`config.mk`:
```
export PLATFORM = sky130hd
export DESIGN_NAME = mbox_irq
export DESIGN_NICKNAME = d
export VERILOG_FILES = /design/src/rtl/mbox_irq.sv
export SDC_FILE = /design/constraint.sdc
export NUM_CORES = 1
export LEC_CHECK = 0
export BUFFER_PORTS_ARGS = -buffer_cell sky130_fd_sc_hd__buf_2
export CORE_ASPECT_RATIO = 0.6
export CORE_UTILIZATION = 35
export CTS_CLUSTER_DIAMETER = 50
export CTS_CLUSTER_SIZE = 8
export DETAILED_ROUTE_END_ITERATION = 10
export GPL_ROUTABILITY_DRIVEN = 1
export GPL_TIMING_DRIVEN = 0
export SLEW_MARGIN = 25
export SYNTH_ARGS = -nofsm -noshare
export SYNTH_HDL_FRONTEND = slang
export SYNTH_SLANG_ARGS = --single-unit
```
`constraint.sdc`:
```
create_clock -name clk -period 2.53 [get_ports clk]
set_clock_uncertainty 0.2 [all_clocks]
set_input_delay 0.3795 -clock clk [delete_from_list [all_inputs] [get_ports clk]]
set_output_delay 0.3795 -clock clk [all_outputs]
set_load 0.05 [all_outputs]
```
`src/rtl/mbox_irq.sv`:
```
module mbox_irq #(
  parameter int AW = 15,
  parameter int DW = 16
) (
  input  logic          clk,
  input  logic          rst_n,
  input  logic          en_l,
  input  logic          we_l,
  input  logic [AW-1:0] addr_l,
  input  logic [DW-1:0] wd_l,
  output logic [DW-1:0] rd_l,
  input  logic          en_r,
  input  logic          we_r,
  input  logic [AW-1:0] addr_r,
  input  logic [DW-1:0] wd_r,
  output logic [DW-1:0] rd_r,
  output logic          irq_l_n,
  output logic          irq_r_n
);
  localparam logic [AW-1:0] BOX_R = '1;
  localparam logic [AW-1:0] BOX_L = BOX_R - 1'b1;

  logic [DW-1:0] box_l, box_r;

  wire wr_l_boxl = en_l & we_l & (addr_l == BOX_L);
  wire wr_l_boxr = en_l & we_l & (addr_l == BOX_R);
  wire rd_l_boxl = en_l & ~we_l & (addr_l == BOX_L);
  wire wr_r_boxl = en_r & we_r & (addr_r == BOX_L);
  wire wr_r_boxr = en_r & we_r & (addr_r == BOX_R);
  wire rd_r_boxr = en_r & ~we_r & (addr_r == BOX_R);

  function automatic logic [DW-1:0] pick(input logic [AW-1:0] a,
                                         input logic [DW-1:0] bl,
                                         input logic [DW-1:0] br);
    if (a == BOX_L) return bl;
    if (a == BOX_R) return br;
    return '0;
  endfunction

  always_ff @(posedge clk) begin
    if (!rst_n) begin
      box_l   <= '0;
      box_r   <= '0;
      rd_l    <= '0;
      rd_r    <= '0;
      irq_l_n <= 1'b1;
      irq_r_n <= 1'b1;
    end else begin
      if (wr_r_boxl)      box_l <= wd_r;
      else if (wr_l_boxl) box_l <= wd_l;
      if (wr_l_boxr)      box_r <= wd_l;
      else if (wr_r_boxr) box_r <= wd_r;
      if (en_l && !we_l) rd_l <= pick(addr_l, box_l, box_r);
      if (en_r && !we_r) rd_r <= pick(addr_r, box_l, box_r);
      if (wr_r_boxl)      irq_l_n <= 1'b0;
      else if (rd_l_boxl) irq_l_n <= 1'b1;
      if (wr_l_boxr)      irq_r_n <= 1'b0;
      else if (rd_r_boxr) irq_r_n <= 1'b1;
    end
  end

  assert_set_right_R2: assert property (@(posedge clk) disable iff (!rst_n)
    (en_l && we_l && addr_l == BOX_R) |=> !irq_r_n);
  assert_set_left_R3: assert property (@(posedge clk) disable iff (!rst_n)
    (en_r && we_r && addr_r == BOX_L) |=> !irq_l_n);
  assert_clear_right_R4: assert property (@(posedge clk) disable iff (!rst_n)
    (en_r && !we_r && addr_r == BOX_R && !(en_l && we_l && addr_l == BOX_R)) |=> irq_r_n);
  assert_clear_left_R4: assert property (@(posedge clk) disable iff (!rst_n)
    (en_l && !we_l && addr_l == BOX_L && !(en_r && we_r && addr_r == BOX_L)) |=> irq_l_n);
  assert_own_write_R5: assert property (@(posedge clk) disable iff (!rst_n)
    (en_r && we_r && addr_r == BOX_R && !(en_l && we_l && addr_l == BOX_R)) |=> $stable(irq_r_n));
  assert_set_wins_R6: assert property (@(posedge clk) disable iff (!rst_n)
    (en_l && we_l && addr_l == BOX_R && en_r && !we_r && addr_r == BOX_R) |=> !irq_r_n);
endmodule

```
==> out/metrics.yaml <==
synth:
  synth_top_area_frac: 0.407
  synth_warnings: 0
  ys_seq_area_frac: 0.407
  ys_types: 29
  synthArstFlopShare: 0
  syn_avg_cell_area_sq_um: 8.92
  syn_area_sq_mm: 0.00325
  synth_seq_cells: 66
  synth-edff-count: 0
  synth_area_leaders: "dfxtp_1 (41%), a32oi_1 (8.6%), o21ai_0 (7.7%), o31ai_1 (7.4%), and2_1 (6.2%)"
  synth_top_area_cell: "dfxtp_1"
  ys.flop_type: "dfxtp_1"
  postSynthCellCount: 364
  syn_nets: 432
sta:
  fin_setup_tns_ps: 0
  drv_slew: 0
  fin_crit_ps: 2310
  max_freq_mhz: 433
  finalSetupViolations: 0
  period_share: 0.912
  relSlewSlack: 0.381
  worst_slack_ps: 222
  hold_slack_ps: 149
  worst_slew_pin_slew_ps: 920
  finalHoldViolCount: 0
  rsz0062_at_grt: "no"
drt:
  via_per_inst: 6.00
  num_vias: 3538
  drc: 0
  wirelength_mm: 11.9
  avgRoutedWirePerCell_um: 20.1
  dr.pass1.iters: 5
  ant_nets: 0
  drt-initial-drc-count: 462
layout:
  drive_above_1_share: 0.303
  final_cell_mix: "buf_2 (106), dfxtp_1 (66), o21ai_0 (50)"
  final_core_utilization: 0.478
  multiInputGateArea_sq_mm: 0.00174
  final_area_sq_mm: 0.00418
  area_growth_pct: 28.7
  layout.area.seq_sq_mm: 0.00132
  fillers: 857
  final_nets: 541
  antenna_cells: 0
  final_common_cell: "buf_2"
power:
  p_leak_nw: 1.63
  seqPwrFrac: 0.420
  irDropWorstVdd_v: 0.000328
  pwr-share-clk: 0.506
  p_sw_frac: 0.233
  switchingPower_mw: 0.577
  power.density_cell_area_mw_per_mm2: 592
  p_int_mw: 1.90
  pwr-share-comb: 0.074
clock_network:
  cts_tree: "done"
  h-tree-depth: 3
  clk_path_buf_depth: 2
  clkTransAtPathRegs_ps: 50
  cts_made_buffers: 9
  hold_buffers: 0
  ctsResizeCount: 0
  cts_post_setup_buffers_inserted: 0
  cts_sinks: 66
  root_buffer: "clkbuf_16"
  clock_latency_ps: 340
global_routing:
  antenna_found_initial: 0
  first_global_vias: 3400
  grt_overflow: 0
  grt_use_total: 0.256
  grt_pass1_wl_mm: 18.7
  grt_start_max_net_pins: 11
setup_path:
  critPathKind: "primary input to flop"
  start_kind: "primary input"
  worstPathArrival_ps: 2390
  endpoint_kind: "flop"
  cp_max_fo: 10
  required_ps: 2610
floorplan:
  core-area_sq_mm: 0.00875
  dieArea_sq_mm: 0.00968
  die_w_um: 126
  fp.dieH_um: 76.6
  initial_core_util: 0.371
  core.rowCount: 26
  ioPinCount: 102
place:
  place_area_sq_mm: 0.00388
  port_buffers: 98
  pre_cts_ws_ps: -68.2
  hpwl_mm: 8.92
  gp_congestion: 0.889
run:
  maxCapViolations: 0
status:
  status: "finished, final reports clean"
worst_hold_path:
  hold_path.class: "primary input to flop"
==> routing by layer <==
layer / up-vias / routed length (um) / track usage
li1: 1630 / - / -
met1: 1669 / 5810 / 0.388
met2: 227 / 4580 / 0.335
met3: 12 / 1370 / 0.0822
met4: 0 / 98 / 0.0747
met5: - / 0 / 0
==> kinds of logic after synthesis <==
group                  share of synthesized area
AOI/OAI and AO/OA                          0.348
DFF                                        0.407
and+or+nand+nor                            0.137
muxes                                     0.0493
buffers and inverters                     0.0589
==> synth_stat cells, types with 2 or more instances <==
master,number
o21ai_0,50
mux2i_1,16
nand4b_1,2
nand4_1,7
clkbuf_1,31
a32oi_1,32
dfxtp_1,66
nand2_1,18
a21oi_1,33
buf_2,8
o31ai_1,32
or4_1,4
and2_1,32
a221o_2,14
nor4_2,2
nor2_4,2
buf_6,2
nor2_1,2
==> worst max-delay path: stages <==
cell      delay, ps
buf_2           150
clkinv_1        240
a21boi_0        790
clkbuf_1        510
and2_1          210
a221o_1         120
==> final timing paths <==
kind,startpoint,endpoint,slack [ps],cells after the start
setup / recovery,we_l,rd_l[7],220,6
hold / removal,wd_r[1],box_l[1],150,3
setup reg to reg,box_r[4],rd_r[4],1280,3
hold reg to reg,box_r[2],box_r[2],300,2
==> cell type report <==
type	instances	area share
plain buffers	42	0.0440
clock buffers	15	0.0712
clock inverters	1	0.00120
inverters	2	0.00180
multi-input cells	254	0.415
flip-flops and latches	66	0.316
well taps	112	0.0335
repair buffers	98	0.117
==> power by group through the flow <==
stage               sequential, mW  clock (mW)  combinational [mW]
detailed placement            1.06           0               0.178
global placement              1.06           0               0.176
CTS                           1.04        1.27               0.178
floorplan                     1.06           0              0.0750
global route                  1.04        1.32               0.195
finish                        1.04        1.25               0.183
==> registers in the layout, summed over array words and instances (netlist names) <==
name,cells
box_l,16
rd_l,16
irq_r_n,1
box_r,16
irq_l_n,1
rd_r,16
==> metrics by stage <==
stage,power (mW),std cells
6_report,2.47,590
5_1_grt,2.55,590
4_1_cts,2.49,590
3_5_place_dp,1.24,574
3_3_place_gp,1.24,574
2_1_floorplan,1.14,364
Power figures use the tool's default switching activity.
